==> src/rtl/seg7_pkg.sv <==
package seg7_pkg;
  localparam int SEG_N = 7;
  localparam int CODE_W = 4;

  typedef logic [SEG_N-1:0] seg_t;
  typedef logic [CODE_W-1:0] code_t;

  // which source currently drives the segment pins
  typedef enum logic [1:0] {
    SRC_GLYPH = 2'd0,
    SRC_DARK  = 2'd1,
    SRC_LAMP  = 2'd2
  } seg_src_e;

  localparam seg_t SEG_ALL_ON  = '1;
  localparam seg_t SEG_ALL_OFF = '0;
endpackage

==> src/rtl/seg7_hold_reg.sv <==
module seg7_hold_reg #(
  parameter int W = 4,
  parameter logic [W-1:0] RST_VAL = '1
) (
  input  logic         clk,
  input  logic         rst_n,
  input  logic         freeze,
  input  logic [W-1:0] d,
  output logic [W-1:0] q
);
  always_ff @(posedge clk or negedge rst_n) begin
    if (!rst_n)
      q <= RST_VAL;
    else if (!freeze)
      q <= d;
  end
endmodule

==> src/rtl/seg7_glyph.sv <==
module seg7_glyph
  import seg7_pkg::*;
(
  input  code_t code,
  output seg_t  glyph
);
  // bit 6 = a ... bit 0 = g
  always_comb begin
    unique case (code)
      4'd0: glyph = 7'b1111110;
      4'd1: glyph = 7'b0110000;
      4'd2: glyph = 7'b1101101;
      4'd3: glyph = 7'b1111001;
      4'd4: glyph = 7'b0110011;
      4'd5: glyph = 7'b1011011;
      4'd6: glyph = 7'b1011111;
      4'd7: glyph = 7'b1110000;
      4'd8: glyph = 7'b1111111;
      4'd9: glyph = 7'b1111011;
      default: glyph = SEG_ALL_OFF;
    endcase
  end
endmodule

==> src/rtl/seg7_override.sv <==
module seg7_override
  import seg7_pkg::*;
(
  input  logic lamp,
  input  logic dark,
  input  seg_t glyph,
  output seg_t seg
);
  seg_src_e src;

  always_comb begin
    if (lamp)
      src = SRC_LAMP;
    else if (dark)
      src = SRC_DARK;
    else
      src = SRC_GLYPH;
  end

  always_comb begin
    unique case (src)
      SRC_LAMP: seg = SEG_ALL_ON;
      SRC_DARK: seg = SEG_ALL_OFF;
      default:  seg = glyph;
    endcase
  end
endmodule

==> src/rtl/bcd_seg_decoder.sv <==
module bcd_seg_decoder
  import seg7_pkg::*;
#(
  parameter int BLANK_CODE = 15
) (
  input  logic       clk,
  input  logic       rst_n,
  input  logic [3:0] bcd_i,
  input  logic       hold_i,
  input  logic       lamp_test_i,
  input  logic       blank_i,
  output logic [6:0] seg_o
);
  localparam code_t RST_CODE = code_t'(BLANK_CODE);

  code_t stored;
  seg_t  glyph;
  seg_t  seg;

  seg7_hold_reg #(.W(CODE_W), .RST_VAL(RST_CODE)) u_hold (
    .clk(clk), .rst_n(rst_n), .freeze(hold_i), .d(bcd_i), .q(stored)
  );

  seg7_glyph u_glyph (.code(stored), .glyph(glyph));

  seg7_override u_ovr (
    .lamp(lamp_test_i), .dark(blank_i), .glyph(glyph), .seg(seg)
  );

  assign seg_o = seg;
endmodule

==> config.mk <==
export PLATFORM = sky130hd
export DESIGN_NAME = bcd_seg_decoder
export DESIGN_NICKNAME = d
export VERILOG_FILES = /design/src/rtl/seg7_pkg.sv /design/src/rtl/seg7_hold_reg.sv /design/src/rtl/seg7_glyph.sv /design/src/rtl/seg7_override.sv /design/src/rtl/bcd_seg_decoder.sv
export SDC_FILE = /design/constraint.sdc
export NUM_CORES = 1
export LEC_CHECK = 0
export ABC_AREA = 1
export ABC_CLOCK_PERIOD_IN_PS = 2170
export BUFFER_PORTS_ARGS = -buffer_cell sky130_fd_sc_hd__buf_2
export CORE_AREA = 3 3 40 42
export CTS_BUF_LIST = sky130_fd_sc_hd__clkbuf_16
export CTS_CLUSTER_SIZE = 40
export DETAILED_ROUTE_END_ITERATION = 6
export DIE_AREA = 0 0 43 45
export SYNTH_ARGS = -nofsm -noshare
export SYNTH_HDL_FRONTEND = slang
export SYNTH_SLANG_ARGS = --single-unit
export TNS_END_PERCENT = 30
==> constraint.sdc <==
create_clock -name clk -period 2.17 [get_ports clk]
set_input_delay 0.434 -clock clk [delete_from_list [all_inputs] [get_ports clk]]
set_output_delay 0.434 -clock clk [all_outputs]
set_load 0.005 [all_outputs]
-- Yosys cells after proc, flatten, opt, wreduce, memory -nomap -nowiden
Memory sizes are Yosys's and may differ from the RTL's.
Cells that the tools add are included.
- memories: 1
- register bits after elaboration: 4
- bits of input ports: 9
- word-level logic and storage cells: 7
- ROM bits: 112
- memories (memory ; depth ; width ; rd ports ; clocked after memory_dff ; wr ports ; RTL line ; RTL):
    (no name shown) ; 16 ; 7 ; 1 ; 0 ; 0 ; seg7_glyph.sv:9 ; unique case (code)
- multiplexer cells: 3
- equality and inequality tests: 2
- operators by type and width (cell ; count):
    $pmux W7 S2 ; 1
    $eq A2 B1 Y1 const B ; 1
    $eq A2 B2 Y1 const B ; 1
    $mux W2 ; 1
    $mux W1 ; 1

-- Logic depth before layout (Yosys ltp)
Gate-level depths: netlist of the first run.
- depth after elaboration: 4
- depth in mapped cells: 7
- depth with buffers taken out: 7

-- Modules after synthesis
From an unflattened synthesis of the first run, not the netlist that was laid out.
- cell total of the unflattened synthesis: 72
- area, all modules: 424.2 um^2
- modules (own cells, without submodules) (module ; area each (um^2) ; times used ; seq. area each (um^2) ; cells an instance):
    seg7_glyph ; 210.2 ; 1 ; 0.0 ; 39
    seg7_hold_reg ; 153.9 ; 1 ; 105.1 ; 17
    seg7_override ; 60.1 ; 1 ; 0.0 ; 16

-- Worst setup path after synthesis of the first run
OpenSTA, ideal clock, no wires.
- path kind: reg2out
- from: register u_hold.q[1]
- to: output port seg_o[3]
- buffers on the path: 0
- required time: 1.736 ns
- setup slack: 0.591 ns
- cell stages (with the launch flop): 7
- data arrival time: 1.145 ns
- path through: dfstp_2 > inv_1 > ha_1 > nand2_1 > nand3_1 > nand2_1 > nand2_1
- longest elaborated chain between the ends: 2
- ends and longest elaborated chain (item ; RTL line ; RTL):
    start, declared ; seg7_hold_reg.sv:9 ; output logic [W-1:0] q
    start signal, assigned ; seg7_hold_reg.sv:13 ; q <= RST_VAL;
    start signal, assigned ; seg7_hold_reg.sv:15 ; q <= d;
    $mem_v2 Z16 W7 ; n/a ;
    $pmux W7 S2 ; seg7_override.sv:21 ; unique case (src)
    end, declared ; bcd_seg_decoder.sv:12 ; output logic [6:0] seg_o
Every way passes these cells.

-- Final worst setup path of the first run
Ends and elaborated chain as after synthesis.

==> metrics.txt, run 1 <==
run status completed; routed wire length 740 microns; Wirelength per Cell 8.22 microns; number of flops mapped to enable cells by yosys 0; Util after Layout 0.428; Setup crit end kind output port; Die W 43 microns; top cells by area, synth dfstp_2 (27%), nand2_1 (20%), ha_1 (19%); top-area cell type share of the netlist area 0.272; dpl cells 87; Max-cap violations 0; leakage power between 0.0003 and 0.0004 uW; Antenna Violating Nets Remaining 0; mux cell area share after synthesis 0; FILL cells 140; postcts setup bufs 0; initial antenna violation count 0; Tmin final between 1.5 and 2 ns; post_cts resized 0; ys async rst share 1.00; final cell count without fillers 90; vias in the first global route 312; Num CTS Buffers 3; most common cell in the synthesized netlist nand2_1; Finished Cell Area 551 sq um; Net Count, Synth 73; # diodes 0; Synth Area in Adders 0.194; placer's final routability congestion estimate 0.659; total power draw 458 uW; Worst EP arrival about 1.6 ns; CTS tree yes; Critical Path Start u_hold.q[1]; Worst VDD drop around 600 uV; area delta synth->final 42.4%; H-tree depth 1; die height 45 microns; grt total ovfl 0; r2r startpoint u_hold.q[1]; crit-path max FO 6; Clock Latency Late Sink 0.22 ns; Die ar. 1940 sq um; max reg flops 4; global-route wire length before repair 1.19 mm; PwrDens around 830 nW/um^2; Period Utilization, post-route 0.920; final setup fails 0; Initial Utilization 0.301; setup_tns 0 ns; synthesized flop and latch total 4; core area 1280 sq um; Placed Area about 480 sq um; I/O Pins 16; Seq/Total Area, Yosys 0.272; Post-CTS Hold Fix Bufs 0; Final #Nets 92; critical path type reg -> out; Worst Setup EP seg_o[3]; Synth warnings 0; Synth Area in XOR/XNOR 0; global-route usage over all layers 0.0902; routed via count 374; CTS Sinks 4; Post-synth top cells nand2_1 (21), inv_1 (9), ha_1 (6); clock buffer depth 2; Final Hold Vio Count 0; prevailing post-synth register cell dfstp_2; Slew Limit Fails 0; Compound-Gate Fraction of Synth Area 0.0647; CP required 1.74 ns; num rows 13; number of port buffers 15; biggest regs u_hold.q (4); relative slew slack 0.887; combinational family with the most area after synthesis simple AND/OR/NAND/NOR gates; synthesized area around 390 sq um; Root Driver clkbuf_16; Cells after Synth 58; FMAX 0.501 GHz; Slew @ Worst Pin 0.169 ns; CTS clk-pin slew, worst paths 0.03 ns; # DRC 0; most flop-heavy register u_hold.q; Pre-antenna DRT Iters 3; CP Launch Type flip-flop; RR Endpoint u_hold.q[1]; Final HPWL DP 615 microns; r2r setup slk 1.28 ns; largest net degree at the start of global routing 9; unrepaired setup endpoints after global routing no; worst hold-check path type in -> async; Worst Clk Skew 0 ns; area taken by multi-input logic gates 243 sq um; simple-gate area share of the yosys netlist 0.369; vias per inst 4.16; initial drt markers 3; sequential cell area roughly 110 sq um; share of post-route cells with drive strength above 1 0.333; Synth area leader dfstp_2; synthesized area per cell 6.67 sq um; Synth cell types 11; depth of the most critical reg-to-reg path 2
## per-stage QoR
| step | hold WS [ns] | setup WS (ns) |
|---|---|---|
| 5_1_grt | 0.191 | 0.111 |
| 3_3_place_gp | 0.424 | 0.412 |
| 3_5_place_dp | 0.423 | 0.419 |
| 4_1_cts | 0.189 | 0.174 |
| 2_1_floorplan | 0.286 | 0.591 |
| 6_report | 0.185 | 0.174 |
## logic make-up (layout without fill, tap and decap cells)
kind of cell	after synthesis	after routing
flops	4	4
simple gates	33	33
compound gates	5	5
buf+inv	10	27
fa+ha+maj	6	6
## metal layers
layer / vias up / track usage / share of wire / wire (microns)
met4: 0 / 0.108 / 0.015 / 11
met2: 18 / 0.108 / 0.39 / 289
met5: - / 0 / 0 / 0
li1: 209 / - / - / -
met3: 2 / 0.0478 / 0.099 / 73
met1: 145 / 0.102 / 0.49 / 366
## power by group
| part | switching (uW) | total [uW] | internal, uW |
|---|---|---|---|
| clock | 47.7 | 283 | 235 |
| combinational | 46.1 | 80.9 | 34.8 |
| sequential | 7.70 | 94.7 | 87.0 |
## placed cells by master (no fill, tap or decap)
cell type,count
a21oi_1,4
buf_2,15
clkbuf_16,3
dfstp_2,4
ha_1,6
inv_1,9
nand2_1,21
nand3_1,5
nor2_1,4
nor2_2,2
nor2_4,1
o21ai_1,1
## worst min-delay path by stage
| stage | endpoint | slack (ns) |
|---|---|---|
| after floorplan | u_hold.q[0] | 0.29 |
| after global placement | u_hold.q[1] | 0.42 |
| after detailed placement | u_hold.q[0] | 0.42 |
| after CTS | u_hold.q[0] | 0.19 |
| after global routing | u_hold.q[1] | 0.19 |
| final | u_hold.q[0] | 0.19 |
## area by class of cell
type                            count  share of cell area
Clock buffer                        3               0.136
Multi-Input combinational cell     44               0.441
Timing Repair Buffer               15               0.136
Sequential cell                     4               0.191
Tap cell                           15              0.0341
Inverter                            9              0.0614
## critical path, cell delays in order, from the launching register on
cell	delay [ns]
dfstp_2	0.58
inv_1	0.11
ha_1	0.28
nand2_1	0.07
nand3_1	0.07
nand2_1	0.06
nand2_1	0.04
buf_2	0.12
No activity file was read; power rests on OpenSTA's default activity.
==> run 2, diff against run 1 <==
CORE_AREA = 2 2 39 41   (was 3 3 40 42)
DIE_AREA = 0 0 41 43   (was 0 0 43 45)
SETUP_SLACK_MARGIN = 0.1   (was unset)
SYNTH_HIERARCHICAL = 1   (was unset)
==> metrics.txt, run 2 <==
largest net degree at the start of global routing 8; Finished Cell Area around 640 sq um; area delta synth->final 50.1%; ys async rst share 1.00; Synth cell types 7; Clock Latency Late Sink 0.22 ns; global-route wire length before repair 1.41 mm; run status completed; Worst VDD drop approximately 470 uV; core area about 1400 sq um; CP required ~1.7 ns; vias per inst 4.01; Final #Nets 111; biggest regs u_hold/q (4); Root Driver clkbuf_16; Num CTS Buffers 3; total power draw roughly 500 uW; num rows 14; Synth area leader nand2_1; CTS tree yes; Worst EP arrival 1.53 ns; top cells by area, synth nand2_1 (43%), dfstp_2 (25%), ha_1 (18%); setup_tns 0 ns; synthesized flop and latch total 4; Synth warnings 6; FMAX 0.508 GHz; Net Count, Synth just under 90; most frequent cells in the layout nand2_1 (49), buf_2 (15), inv_2 (7), ha_1 (5); unrepaired setup endpoints after global routing no; number of flops mapped to enable cells by yosys 0; Antenna Violating Nets Remaining 0; Die ar. 1760 sq um; commonest non-fill, non-tap cell in the layout nand2_1; worst hold-check path type in -> async; global-route usage over all layers 0.118; max reg flops 4; synthesized area per cell between 5 and 6 sq um; Die W about 41 microns; initial antenna violation count 0; depth of the most critical reg-to-reg path 3; Max-cap violations 0; Setup crit end kind output port; routed wire length 885 microns; leakage power just under 0.0004 uW; prevailing post-synth register cell dfstp_2; routed via count 441; CP Launch Type flip-flop; Slew @ Worst Pin 0.122 ns; CTS Sinks 4; clock buffer depth 2; CTS clk-pin slew, worst paths 0.03 ns; Tmin final 1.97 ns; I/O Pins 16; vias in the first global route 365; H-tree depth 1; Wirelength per Cell around 8.0 microns; top-area cell type share of the netlist area 0.434; PwrDens between 700 and 800 nW/um^2; critical path type reg -> out; placer's final routability congestion estimate 0.673; Initial Utilization 0.307; share of post-route cells with drive strength above 1 0.394; Placed Area 519 sq um; Period Utilization, post-route 0.907; number of port buffers 15; initial drt markers 3; Post-synth top cells nand2_1 (49), ha_1 (6), inv_1 (5), inv_2 (5), dfstp_2 (4); die height 43 microns; Cells after Synth 72; # diodes 0; final setup fails 0; crit-path max FO 4; most flop-heavy register u_hold/q; Slew Limit Fails 0; Pre-antenna DRT Iters 3; Final HPWL DP 668 microns; # DRC 0; Final Hold Vio Count 0; Worst Clk Skew 0 ns; relative slew slack 0.919; grt total ovfl 0; synthesized area between 400 and 500 sq um; most common cell in the synthesized netlist nand2_1; Seq/Total Area, Yosys 0.248
## run 2: cell types whose count changed after synthesis, moves of 2 or more
cell     before  now
nor2_2        2    0
nand3_1       5    0
inv_1         9    5
nand2_1      21   49
a21oi_1       4    0
nand2_2       0    2
nor2_1        4    0
inv_2         0    5
## run 2: logic make-up (layout without fill, tap and decap cells)
family | count (synthesis) | after routing | share of synthesized area
flip-flops | 4 | 4 | 0.248
buffers and inverters | 10 | 32 | 0.0885
AND/OR/NAND/NOR | 52 | 52 | 0.487
adder cells (fa/ha/maj) | 6 | 6 | 0.177
## run 2: metal layers
metal | up-vias | routed length [microns] | GRT usage
met2 | 16 | 452 | 0.191
li1 | 255 | - | -
met3 | 0 | 65 | 0.0209
met4 | 0 | 0 | 0.100
met1 | 170 | 367 | 0.120
met5 | - | 0 | 0
## run 2: timing repair
item / CTS / global route
resized for setup: 0 / 3
endpoints found under the hold margin: 0 / 0
hold buffers: 0 / 0
setup buffers: 0 / 4
endpoints found under the setup margin: 0 / 4
## run 2: layout make-up
type / count / area [sq um]
clock buffer: 3 / 75.1
tap: 16 / 20.0
fill: 164 / 747
sequential: 4 / 105
timing repair buffer: 19 / 105
multi-input combinational: 58 / 294
inverter: 10 / 37.5
## run 2: per-stage QoR
stage               hold slack (ns)  setup slack, ns   util  cells
floorplan                     0.286            0.531      -     72
global placement              0.424            0.356  0.375    103
detailed placement            0.423            0.348  0.375    103
CTS                           0.188            0.110  0.429    106
global route                  0.195            0.112  0.460    110
finish                        0.190            0.202  0.460    110
## run 2: critical path, cell delays in order, from the launching register on
cell and delay (ns):
dfstp_2 0.55, inv_2 0.08, ha_4 0.26, nand2_1 0.06
nand2_1 0.07, nand2_1 0.04, nand2_1 0.05, nand2_1 0.05
nand2_1 0.05, buf_2 0.10
## run 2: final timing paths
| path | slack [ns] | end | from |
|---|---|---|---|
| hold / removal | 0.19 | u_hold/q[0] | rst_n |
| setup / recovery | 0.20 | seg_o[3] | u_hold/q[1] |
| min in group clk | 0.40 | u_hold/q[1] | bcd_i[1] |
| hold reg to reg | 0.49 | u_hold/q[3] | u_hold/q[3] |
| setup reg to reg | 1.32 | u_hold/q[1] | u_hold/q[1] |
| max in group asynchronous | 1.96 | u_hold/q[3] | rst_n |
## run 2: power by group
| part | switching, uW | total [uW] | leakage, uW | internal (uW) |
|---|---|---|---|---|
| combinational | 61.0 | 111 | 0.000313 | 50.0 |
| clock | 48.0 | 283 | 0.0000370 | 235 |
| sequential | 8.22 | 95.4 | 0.0000420 | 87.2 |
==> run 3, diff against run 2 <==
--- a/config.mk
+++ b/config.mk
@@ -7,5 +7,5 @@
 export LEC_CHECK = 0
 export ABC_AREA = 1
-export ABC_CLOCK_PERIOD_IN_PS = 2170
+export ABC_CLOCK_PERIOD_IN_PS = 2150
 export BUFFER_PORTS_ARGS = -buffer_cell sky130_fd_sc_hd__buf_2
 export CORE_AREA = 2 2 39 41
@@ -15,4 +15,5 @@
 export DIE_AREA = 0 0 41 43
 export SETUP_SLACK_MARGIN = 0.1
+export SKIP_CTS_REPAIR_TIMING = 1
 export SYNTH_ARGS = -nofsm -noshare
 export SYNTH_HDL_FRONTEND = slang
==> constraint.sdc (replaced) <==
create_clock -name clk -period 2.15 [get_ports clk]
set_input_delay 0.43 -clock clk [delete_from_list [all_inputs] [get_ports clk]]
set_output_delay 0.43 -clock clk [all_outputs]
set_load 0.02 [all_outputs]
==> metrics.txt, run 3 (synthesized netlist as in run 2, its figures left out) <==
run status completed; Num CTS Buffers 3; CP Launch Type flip-flop; grt total ovfl 0; CTS tree yes; crit-path max FO 4; Util after Layout 0.473; Die W 41 microns; final cell count without fillers between 100 and 150; Clock Latency Late Sink 0.22 ns; placer's final routability congestion estimate 0.673; area delta synth->final 54.3%; initial antenna violation count 0; number of port buffers 15; initial drt markers 3; Tmin final 2.00 ns; final setup fails 0; H-tree depth 1; CP required 1.72 ns; RR Endpoint u_hold/q[1]; core area approximately 1400 sq um; r2r startpoint u_hold/q[1]; Worst Clk Skew 0 ns; worst hold-check path type in -> async; vias per inst about 4; commonest non-fill, non-tap cell in the layout nand2_1; CTS clk-pin slew, worst paths 0.03 ns; dpl cells 103; Initial Utilization 0.307; Period Utilization, post-route 0.928; Worst EP arrival 1.57 ns; r2r setup slk 1.30 ns; # diodes 0; relative slew slack 0.918; routed wire length 895 microns; clock buffer depth 2; routed via count 441; total power draw 515 uW; most frequent cells in the layout nand2_1 (48), buf_2 (12), inv_2 (7), buf_4 (5), ha_1 (5); biggest regs u_hold/q (4); # DRC 0; I/O Pins 16; vias in the first global route 365; Die ar. 1760 sq um; critical path type reg -> out; setup_tns 0 ns; global-route usage over all layers 0.118; Antenna Violating Nets Remaining 0; Slew Limit Fails 0; FMAX 0.501 GHz; Hold Slack 0.186 ns; CTS Sinks 4; Final Hold Vio Count 0; most flop-heavy register u_hold/q; Worst VDD drop 484 uV; max reg flops 4; num rows 14; Final #Nets around 110; largest net degree at the start of global routing 8; Slew @ Worst Pin 0.122 ns; Pre-antenna DRT Iters 3; global-route wire length before repair roughly 1.4 mm; Setup crit end kind output port; Wirelength per Cell 8.14 microns; FILL cells around 160; PwrDens ~790 nW/um^2; leakage power 0.000398 uW; Final HPWL DP 668 microns; share of post-route cells with drive strength above 1 0.404; unrepaired setup endpoints after global routing yes; Max-cap violations 0; die height 43 microns; depth of the most critical reg-to-reg path 3; Root Driver clkbuf_16
## run 3: cell counts in the layout (fill, tap and decap cells not counted)
Identical to the previous run, type by type.
## run 3: worst max path at each step
stage                           start        to  slack (ns)  depth (start not counted)
after CTS                 u_hold/q[1]  seg_o[3]        0.06                          9
after floorplan           u_hold/q[1]  seg_o[3]        0.42                          8
after global routing      u_hold/q[0]  seg_o[4]        0.07                          9
after detailed placement  u_hold/q[1]  seg_o[3]        0.30                          9
final                     u_hold/q[1]  seg_o[3]        0.15                          9
after global placement    u_hold/q[1]  seg_o[3]        0.31                          9
## run 3: metrics by stage
step | cell area, sq um | worst slack, ns
after detailed placement | 519 | 0.296
after global placement | 519 | 0.306
final | 654 | 0.154
after global routing | 654 | 0.0675
after CTS | 594 | 0.0585
after floorplan | 424 | 0.423
## run 3: where the power goes
part           total (uW)  leakage (uW)  switching (uW)  internal (uW)
sequential           96.6     0.0000420            8.57           88.0
combinational         133      0.000319            76.8           56.2
clock                 286     0.0000370            48.4            237
## run 3: final cells by class
cell class              count  area, sq um  area share
flip-flops and latches      4          105       0.161
repair buffers             19          120       0.184
inverters                  10         37.5      0.0574
multi-input cells          58          297       0.453
clock buffers               3         75.1       0.115
well taps                  16         20.0      0.0306
## run 3: worst max-delay path: stages, from the launching register on
cell	delay, ns
dfstp_2	0.55
inv_2	0.08
ha_4	0.26
nand2_1	0.06
nand2_1	0.07
nand2_1	0.04
nand2_1	0.05
nand2_1	0.05
nand2_1	0.07
buf_6	0.11
## run 3: layer usage
layer | up-vias | track usage | routed length (microns)
met5 | - | 0 | 0
met4 | 0 | 0.100 | 0
met3 | 0 | 0.0209 | 59
met2 | 16 | 0.191 | 461
met1 | 170 | 0.120 | 374
li1 | 255 | - | -
